$ cat config.mk
export PLATFORM = sky130hd
export DESIGN_NAME = calkeep_table
export DESIGN_NICKNAME = d
export VERILOG_FILES = /design/src/rtl/calkeep_pkg.sv /design/src/rtl/calkeep_bank.sv /design/src/rtl/calkeep_replay.sv /design/src/rtl/calkeep_table.sv
export SDC_FILE = /design/constraint.sdc
export NUM_CORES = 1
export LEC_CHECK = 0
export ABC_CLOCK_PERIOD_IN_PS = 25200
export BUFFER_PORTS_ARGS = -buffer_cell sky130_fd_sc_hd__buf_2
export CORE_MARGIN = 3
export CORE_UTILIZATION = 33
export CTS_CLUSTER_DIAMETER = 30
export DETAILED_ROUTE_END_ITERATION = 10
export PLACE_DENSITY_LB_ADDON = 0.25
export SETUP_SLACK_MARGIN = 0.1
export SYNTH_ARGS = -nofsm -noshare
export SYNTH_HDL_FRONTEND = slang
export SYNTH_SLANG_ARGS = --single-unit
export TNS_END_PERCENT = 20
$ cat constraint.sdc
create_clock -name clk -period 25.2 [get_ports clk]
set_clock_uncertainty 0.2 [all_clocks]
set_input_delay 1.26 -clock clk [delete_from_list [all_inputs] [get_ports clk]]
set_output_delay 1.26 -clock clk [all_outputs]
set_load 0.03 [all_outputs]
$ cat src/rtl/calkeep_pkg.sv
package calkeep_pkg;
  localparam int ENTRIES   = 6;
  localparam int IDX_W     = 3;
  localparam int DATA_W    = 28;
  localparam int REG_W     = 32;
  localparam int ACC_LAT   = 4;
  localparam int MASK_LO   = 1;
  localparam int CTL_EN    = 0;
  localparam int CTL_FORCE = 7;

  typedef logic [DATA_W-1:0]  entry_t;
  typedef logic [ENTRIES-1:0] mask_t;

  typedef struct packed {
    logic             go;
    logic             wsel;
    logic [IDX_W-1:0] addr;
  } cmd_t;

  localparam int CMD_W = $bits(cmd_t);
endpackage

$ cat src/rtl/calkeep_bank.sv
module calkeep_bank
  import calkeep_pkg::*;
#(
  parameter  int LAT = ACC_LAT,
  localparam int CW  = $clog2(LAT + 1)
) (
  input  logic             clk,
  input  logic             rst_n,
  input  logic             cmd_wr_i,
  input  logic             data_wr_i,
  input  entry_t           wdata_i,
  output cmd_t             cmd_o,
  output entry_t           data_o,
  output logic             busy_o,
  input  logic [IDX_W-1:0] peek_idx_i,
  output entry_t           peek_data_o
);

  cmd_t          cmd_q, cmd_d;
  entry_t        data_q, data_d;
  logic [CW-1:0] cnt_q, cnt_d;
  entry_t        tbl_q [ENTRIES];
  logic [ENTRIES-1:0] row_we;
  logic          finish;
  logic          addr_ok;
  entry_t        sel_entry;

  assign finish  = cmd_q.go && (cnt_q == '0);
  assign addr_ok = (cmd_q.addr < IDX_W'(ENTRIES));

  always_comb begin
    sel_entry = '0;
    for (int i = 0; i < ENTRIES; i++) begin
      if (cmd_q.addr == IDX_W'(i)) sel_entry = tbl_q[i];
    end
  end

  always_comb begin
    peek_data_o = '0;
    for (int i = 0; i < ENTRIES; i++) begin
      if (peek_idx_i == IDX_W'(i)) peek_data_o = tbl_q[i];
    end
  end

  // next state of the access handshake
  always_comb begin
    cmd_d  = cmd_q;
    data_d = data_q;
    cnt_d  = cnt_q;
    if (cmd_q.go) begin
      if (cnt_q == '0) begin
        cmd_d.go = 1'b0;
        if (!cmd_q.wsel) data_d = addr_ok ? sel_entry : '0;
      end else begin
        cnt_d = cnt_q - CW'(1);
      end
    end else begin
      if (cmd_wr_i) begin
        cmd_d = cmd_t'(wdata_i[CMD_W-1:0]);
        cnt_d = CW'(LAT - 1);
      end
      if (data_wr_i) data_d = wdata_i;
    end
  end

  always_ff @(posedge clk or negedge rst_n) begin
    if (!rst_n) begin
      cmd_q  <= '0;
      data_q <= '0;
      cnt_q  <= '0;
    end else begin
      cmd_q  <= cmd_d;
      data_q <= data_d;
      cnt_q  <= cnt_d;
    end
  end

  for (genvar i = 0; i < ENTRIES; i++) begin : g_row
    assign row_we[i] = finish && cmd_q.wsel && (cmd_q.addr == IDX_W'(i));
    always_ff @(posedge clk or negedge rst_n) begin
      if (!rst_n)         tbl_q[i] <= '0;
      else if (row_we[i]) tbl_q[i] <= data_q;
    end
  end

  assign cmd_o  = cmd_q;
  assign data_o = data_q;
  assign busy_o = cmd_q.go;

endmodule

$ cat src/rtl/calkeep_replay.sv
module calkeep_replay
  import calkeep_pkg::*;
#(
  parameter  int NCH = 3,
  localparam int CHW = (NCH > 1) ? $clog2(NCH) : 1
) (
  input  logic             clk,
  input  logic             rst_n,
  input  logic             start_i,
  input  mask_t            mask_i,
  output logic             active_o,
  output logic [CHW-1:0]   sel_ch_o,
  output logic [IDX_W-1:0] sel_idx_o,
  input  entry_t           sel_data_i,
  output logic             vld_o,
  output logic [CHW-1:0]   out_ch_o,
  output logic [IDX_W-1:0] out_idx_o,
  output entry_t           out_data_o
);

  localparam int MX = 2 ** IDX_W;

  logic             active_q, active_d;
  logic [CHW-1:0]   ch_q, ch_d;
  logic [IDX_W-1:0] idx_q, idx_d;
  logic             vld_q, vld_d;
  logic [CHW-1:0]   och_q;
  logic [IDX_W-1:0] oidx_q;
  entry_t           odat_q;
  logic [MX-1:0]    mask_ext;

  assign mask_ext = {{(MX - ENTRIES){1'b0}}, mask_i};

  always_comb begin
    active_d = active_q;
    ch_d     = ch_q;
    idx_d    = idx_q;
    vld_d    = 1'b0;
    if (!active_q) begin
      if (start_i) begin
        active_d = 1'b1;
        ch_d     = '0;
        idx_d    = '0;
      end
    end else begin
      vld_d = mask_ext[idx_q];
      if (idx_q == IDX_W'(ENTRIES - 1)) begin
        idx_d = '0;
        if (ch_q == CHW'(NCH - 1)) active_d = 1'b0;
        else                       ch_d     = ch_q + CHW'(1);
      end else begin
        idx_d = idx_q + IDX_W'(1);
      end
    end
  end

  always_ff @(posedge clk or negedge rst_n) begin
    if (!rst_n) begin
      active_q <= 1'b0;
      ch_q     <= '0;
      idx_q    <= '0;
      vld_q    <= 1'b0;
    end else begin
      active_q <= active_d;
      ch_q     <= ch_d;
      idx_q    <= idx_d;
      vld_q    <= vld_d;
    end
  end

  always_ff @(posedge clk or negedge rst_n) begin
    if (!rst_n) begin
      och_q  <= '0;
      oidx_q <= '0;
      odat_q <= '0;
    end else if (active_q) begin
      och_q  <= ch_q;
      oidx_q <= idx_q;
      odat_q <= sel_data_i;
    end
  end

  assign active_o   = active_q;
  assign sel_ch_o   = ch_q;
  assign sel_idx_o  = idx_q;
  assign vld_o      = vld_q;
  assign out_ch_o   = och_q;
  assign out_idx_o  = oidx_q;
  assign out_data_o = odat_q;

endmodule

$ cat src/rtl/calkeep_table.sv
module calkeep_table
  import calkeep_pkg::*;
#(
  parameter  int N_CHAINS   = 3,
  parameter  int ACCESS_LAT = ACC_LAT,
  localparam int AW         = $clog2(2 * N_CHAINS + 1),
  localparam int CHW        = (N_CHAINS > 1) ? $clog2(N_CHAINS) : 1
) (
  input  logic              clk,
  input  logic              rst_n,
  input  logic              reg_wr_i,
  input  logic [AW-1:0]     reg_waddr_i,
  input  logic [REG_W-1:0]  reg_wdata_i,
  input  logic [AW-1:0]     reg_raddr_i,
  output logic [REG_W-1:0]  reg_rdata_o,
  output logic              rpl_vld_o,
  output logic [CHW-1:0]    rpl_chain_o,
  output logic [IDX_W-1:0]  rpl_idx_o,
  output logic [DATA_W-1:0] rpl_data_o
);

  // reset: asserted asynchronously, released on the clock
  logic [1:0] rs_q;
  logic       srst_n;

  always_ff @(posedge clk or negedge rst_n) begin
    if (!rst_n) rs_q <= 2'b00;
    else        rs_q <= {rs_q[0], 1'b1};
  end
  assign srst_n = rs_q[1];

  // control register
  logic   en_q, en_d;
  mask_t  mask_q, mask_d;
  logic   ctl_wr;
  logic   rp_start;
  logic   rp_active;

  assign ctl_wr   = reg_wr_i && (reg_waddr_i == '0) && !rp_active;
  assign rp_start = ctl_wr && reg_wdata_i[CTL_FORCE] && reg_wdata_i[CTL_EN];

  always_comb begin
    en_d   = en_q;
    mask_d = mask_q;
    if (ctl_wr) begin
      en_d   = reg_wdata_i[CTL_EN];
      mask_d = reg_wdata_i[MASK_LO +: ENTRIES];
    end
  end

  always_ff @(posedge clk or negedge srst_n) begin
    if (!srst_n) begin
      en_q   <= 1'b0;
      mask_q <= '0;
    end else begin
      en_q   <= en_d;
      mask_q <= mask_d;
    end
  end

  // banks
  cmd_t                 bk_cmd  [N_CHAINS];
  entry_t               bk_data [N_CHAINS];
  entry_t               bk_peek [N_CHAINS];
  logic [N_CHAINS-1:0]  bk_busy;
  logic [N_CHAINS-1:0]  cmd_wr;
  logic [N_CHAINS-1:0]  data_wr;
  logic [CHW-1:0]       sel_ch;
  logic [IDX_W-1:0]     sel_idx;
  entry_t               sel_data;

  for (genvar c = 0; c < N_CHAINS; c++) begin : g_bank
    assign cmd_wr[c]  = reg_wr_i && (reg_waddr_i == AW'(1 + 2 * c));
    assign data_wr[c] = reg_wr_i && (reg_waddr_i == AW'(2 + 2 * c));

    calkeep_bank #(.LAT(ACCESS_LAT)) u_bank (
      .clk         (clk),
      .rst_n       (srst_n),
      .cmd_wr_i    (cmd_wr[c]),
      .data_wr_i   (data_wr[c]),
      .wdata_i     (reg_wdata_i[DATA_W-1:0]),
      .cmd_o       (bk_cmd[c]),
      .data_o      (bk_data[c]),
      .busy_o      (bk_busy[c]),
      .peek_idx_i  (sel_idx),
      .peek_data_o (bk_peek[c])
    );
  end

  always_comb begin
    sel_data = '0;
    for (int c = 0; c < N_CHAINS; c++) begin
      if (sel_ch == CHW'(c)) sel_data = bk_peek[c];
    end
  end

  calkeep_replay #(.NCH(N_CHAINS)) u_replay (
    .clk        (clk),
    .rst_n      (srst_n),
    .start_i    (rp_start),
    .mask_i     (mask_q),
    .active_o   (rp_active),
    .sel_ch_o   (sel_ch),
    .sel_idx_o  (sel_idx),
    .sel_data_i (sel_data),
    .vld_o      (rpl_vld_o),
    .out_ch_o   (rpl_chain_o),
    .out_idx_o  (rpl_idx_o),
    .out_data_o (rpl_data_o)
  );

  // register read mux
  always_comb begin
    reg_rdata_o = '0;
    if (reg_raddr_i == '0)
      reg_rdata_o = {{(REG_W - 8){1'b0}}, rp_active, mask_q, en_q};
    for (int c = 0; c < N_CHAINS; c++) begin
      if (reg_raddr_i == AW'(1 + 2 * c))
        reg_rdata_o = {{(REG_W - CMD_W){1'b0}}, bk_cmd[c]};
      if (reg_raddr_i == AW'(2 + 2 * c))
        reg_rdata_o = {{(REG_W - DATA_W){1'b0}}, bk_data[c]};
    end
  end

  logic unused_wdata;
  assign unused_wdata = ^reg_wdata_i[REG_W-1:DATA_W];

endmodule

# Yosys cells after proc, flatten, opt, wreduce, memory -nomap -nowiden
# Cells that the tools add are included.
word_totals:
  regBits: 661
  in_bits: 41
  out_inout_bits: 66
  elab_cells: 255
classes:
  add_sub_neg: 5
  magnitude_cmp: 4
  eq_ne: 45
  n_mux: 93
  bitwise: 3
  reduce_logical: 62
ops:
  columns: ["operator", "count"]
  rows:
  - ["$mux W28", 54]
  - ["$mux W32", 6]
  - ["$eq A3 B3 Y1 const B", 14]
  - ["$eq A3 B2 Y1 const B", 12]
  - ["$mux W3", 12]
  - ["$logic_and A1 B1 Y1", 34]
  - ["$logic_not A3 Y1", 9]
  - ["$ne A2 B2 Y1 const B", 11]
  - ["$eq A3 B1 Y1 const B", 6]
  - ["$mux W5", 3]
  - ["$reduce_bool A2 Y1", 7]
  - ["$mux W1", 12]
  - ["$reduce_and A2 Y1", 6]
  - ["$reduce_and A3 Y1", 4]
  - ["$lt A3 B3 Y1 const B", 3]
  - ["$sub A3 B1 Y3 const B", 3]
  - ["$mux W2", 4]
  - ["$mux W8", 1]
  - ["$lt A3 B4 Y1 const B", 1]
  - ["$add A3 B1 Y3 const B", 1]
  - ["$bmux W1 S3", 1]
  - ["$not A1 Y1", 3]
  - ["$add A2 B1 Y2 const B", 1]
  - ["$eq A2 B1 Y1 const B", 1]
  - ["3 further kinds", 3]

# Longest topological paths before layout
depth:
  ltp_word: 11
  ltp_mapped: 14

# Cells and area by module
# A second synthesis with hierarchy kept.
hier_totals:
  cells_unflattened: 3006
  area_unflattened_um2: 36871.6
modules_own_cells:
  columns: ["mod", "n_inst", "cells_per_inst", "area_each_um2"]
  rows:
  - ["calkeep_bank (g_bank[1].u_bank ...)", 2, 890, 11085.6]
  - ["calkeep_bank (g_bank[0].u_bank)", 1, 865, 11080.6]
  - ["calkeep_table", 1, 253, 1979.4]
  - ["calkeep_replay", 1, 108, 1640.3]

# Worst setup path after synthesis
# No wires, ideal clock.
synth_path:
  path_kind: "input port to output port"
  startpoint: "input port reg_raddr_i[0]"
  endpoint: "output port reg_rdata_o[0]"
  arrival_time_ns: 2.970
  t_required_ns: 23.740
  path_slack_ns: 20.770
  stages: 5
  cell_sequence: "clkbuf_1 -> clkbuf_1 -> o221ai_1 -> a21o_1 -> a221oi_1"
synth_between:
  elab_chain_cells: 8
synth_rtl:
  columns: ["item", "line_no", "source"]
  rows:
  - ["from (decl)", "calkeep_table.sv:14", "input logic [AW-1:0] reg_raddr_i,"]
  - ["$logic_not A3 Y1", "calkeep_table.sv:115", "if (reg_raddr_i == '0)"]
  - ["$mux W8", "calkeep_table.sv:115", null]
  - ["$mux W32", "calkeep_table.sv:118", "if (reg_raddr_i == AW'(1 + 2 * c))"]
  - ["$mux W32", "calkeep_table.sv:120", "if (reg_raddr_i == AW'(2 + 2 * c))"]
  - ["$mux W32", "calkeep_table.sv:118", null]
  - ["$mux W32", "calkeep_table.sv:120", null]
  - ["$mux W32", "calkeep_table.sv:118", null]
  - ["$mux W32 (*)", "calkeep_table.sv:120", null]
  - ["to (decl)", "calkeep_table.sv:15", "output logic [REG_W-1:0] reg_rdata_o,"]
# Mark *: on every way between the ends. The rest lies on a longest branch, timed or not.

# Worst setup path in the final report
# Ends and elaborated chain as after synthesis.

==> flow_summary.toml <==
[clocking]
root_buffer = "clkbuf_16"
cts_buffers = 146
clockBufferDepth = 3
tritoncts = "done"
clk_pin_slew_ns = 0.04
clock_latency_ns = 0.71
ctsHoldBuffers = 0
clock_sink_count = 661
ctsResizeCount = 0
cts_setup_buffers = 0
h-tree-depth = 4

[grt]
grt_pass1_vias = 27300
grt_pass1_wl_um = 181000
grt_usage = 0.216
antenna_found_initial = 12
grt_max_degree = 152
gr-total-overflow = 0

[timing]
rsz0062_at_grt = "no"
layout_min_cycle_time_ns = 5.46
whs_ns = 0.147
maxSlewViolCount = 0
setup_violations = 0
tightest_slew_ns = 1.22
finalWorstSetupSlack_ns = 19.74
fin_setup_tns_ns = 0
slew-limit-headroom = 0.182
max_freq_ghz = 0.183
fin_crit_sh = 0.217
finalHoldViolations = 0

[logic_synthesis]
netlist_instances = 3138
ys_seq_area_frac = 0.464
yosys.area.top_type = "dfrtp_1"
ys_async_sr_fraction = 1.00
avgSynthCellArea_um2 = 11.4
synth_top_area_frac = 0.464
synth_seq_cells = 661
synthTopCellsByArea = "dfrtp_1, mux2_2, mux2i_1, mux4_2, o21ai_0"
ys.flop_type = "dfrtp_1"
syn_area_um2 = 35600
ys_warn_count = 0
yosys-top-cells-count = "dfrtp_1, mux2_2, nor2_1"
synth_most_common_cell = "dfrtp_1"
synth_edf_count = 0
synth_cell_types = 70

[drt]
routedWlPerCell_um = 25.9
drc = 0
totalWireLength_um = 122000
antenna_left = 0
drt_iter0_drc = 2109
post_drt_via_cell_ratio = 5.72
first_pass_iters = 7
vias = 26900

[status]
status = "finished clean"

[pwr]
peakVddDrop_v = 0.000122
powerDensity_nw_per_um2 = 125
p_leak_nw = 19.2

[worst_setup_path]
critPathArrivalTime_ns = 4.00
worstPathRequired_ns = 23.74
worst_setup_path_start_kind = "primary input"
path_max_fanout = 46
cp-startpoint = "reg_raddr_i[0]"
cp-end-kind = "output pin"
criticalPathCategory = "in2out"
rr_startpoint = "u_replay.sel_idx_o[1]"

[floorplan]
num_rows = 119
ioPinCount = 107
die_y_um = 335
start_util = 0.335
die_area_um2 = 112000
die_w_um = 335
core_area_um2 = 106000

[cells_and_area]
area_growth_pct = 18.4
layout-drive-gt1-share = 0.330
layoutNonFillerInstCount = 4706
design.final.nets = 3240

[min_path]
hold_path_class = "in2async"

[place]
place_congestion = 0.805
dp_slack_ns = 19.88
port_buffers = 98
place_inst = 4432
dp_hpwl_um = 73900

[flow_run]
max_cap_viol_count = 0
per-stage QoR:
step | utilization | total power (W) | instance area (µm²)
6_report | 0.397 | 0.00527 | 42200
5_1_grt | 0.397 | 0.00552 | 42200
4_1_cts | 0.397 | 0.00529 | 42200
3_5_place_dp | 0.349 | 0.00332 | 37100
3_3_place_gp | 0.349 | 0.00331 | 37100
2_1_floorplan | - | 0.00268 | 35700
state kept, by name, summed over array words and instances, names as in the netlist, 3 cells and up:
register              cells
g_bank.u_bank.busy_o      3
g_bank.u_bank.tbl_q     504
g_bank.u_bank.cmd_o      12
u_replay.sel_idx_o        3
u_replay.out_idx_o        3
g_bank.u_bank.cnt_q       9
g_bank.u_bank.data_o     84
u_replay.out_data_o      28
mask_q                    6
critical path, cell delays in order:
cell      delay (ns)
buf_2           0.79
o22a_1          0.21
o221ai_1        0.14
a21o_1          0.22
a221oi_1        0.96
buf_2           0.37
cells in the final DEF, fill, tap and decap left out, types with 27 or more instances in the layout:
cell       Yosys  routed
clkbuf_1     111      31
o22ai_1       29      29
dfrtp_1      661     647
nand3b_1      31      31
o21ai_0      187     187
clkbuf_16      0     155
mux2_2       536     536
nor3b_1       28      28
nor3_1        37      37
a2bb2oi_1     30      30
or2_2         27      27
and3_1        28      27
a31oi_1       32      30
mux4_2        60      60
buf_4         37      61
nand2b_1      35      34
buf_2         79      98
mux2i_1      172     172
o211ai_1      52      52
o221ai_1      59      59
nor2_1       229     227
inv_1         50      50
a221o_1       52      52
nand2_1      199     198
o31ai_1       28      28
a21oi_1      132     132
where the power goes:
group	internal [W]	leakage (nW)	switching, W
sequential	0.00128	8.89	0.000354
clock	0.00133	2.47	0.000615
combinational	0.000617	7.79	0.00107
metal layers:
metal	routed length, µm	global-route usage
met1	55100	0.304
met2	54800	0.332
met4	4090	0.0827
met5	52	0
met3	7910	0.0388
cell families after synthesis:
kind of cell / share of synthesized area
other: 0.000211
AOI/OAI and AO/OA: 0.127
and+or+nand+nor: 0.0929
buffers and inverters: 0.0447
DFF: 0.464
adders and majority gates: 0.00351
xor gates and xnor gates: 0.000246
muxes: 0.268
final cells by class:
type                            count  area (µm²)
Tap cell                         1391        1740
Clock inverter                     61         747
Clock buffer                      207        4280
Fill cell                       10400       64100
Antenna cell                        6        15.0
Sequential cell                   661       16600
Inverter                           55         206
Multi-Input combinational cell   2163       17600
Timing Repair Buffer              162        1010
worst paths after layout:
path | end | slack [ns] | depth (start not counted)
max | reg_rdata_o[0] | 19.74 | 6
min | rs_q[0] | 0.15 | 1
max reg2reg | u_replay.out_data_o[14] | 21.15 | 7
min reg2reg | g_bank[1].u_bank.data_o[17] | 0.15 | 0
max in group asynchronous | g_bank[0].u_bank.tbl_q[93] | 21.54 | 3
min in group clk | rs_q[1] | 0.15 | 0
Power figures use the tool's default switching activity.
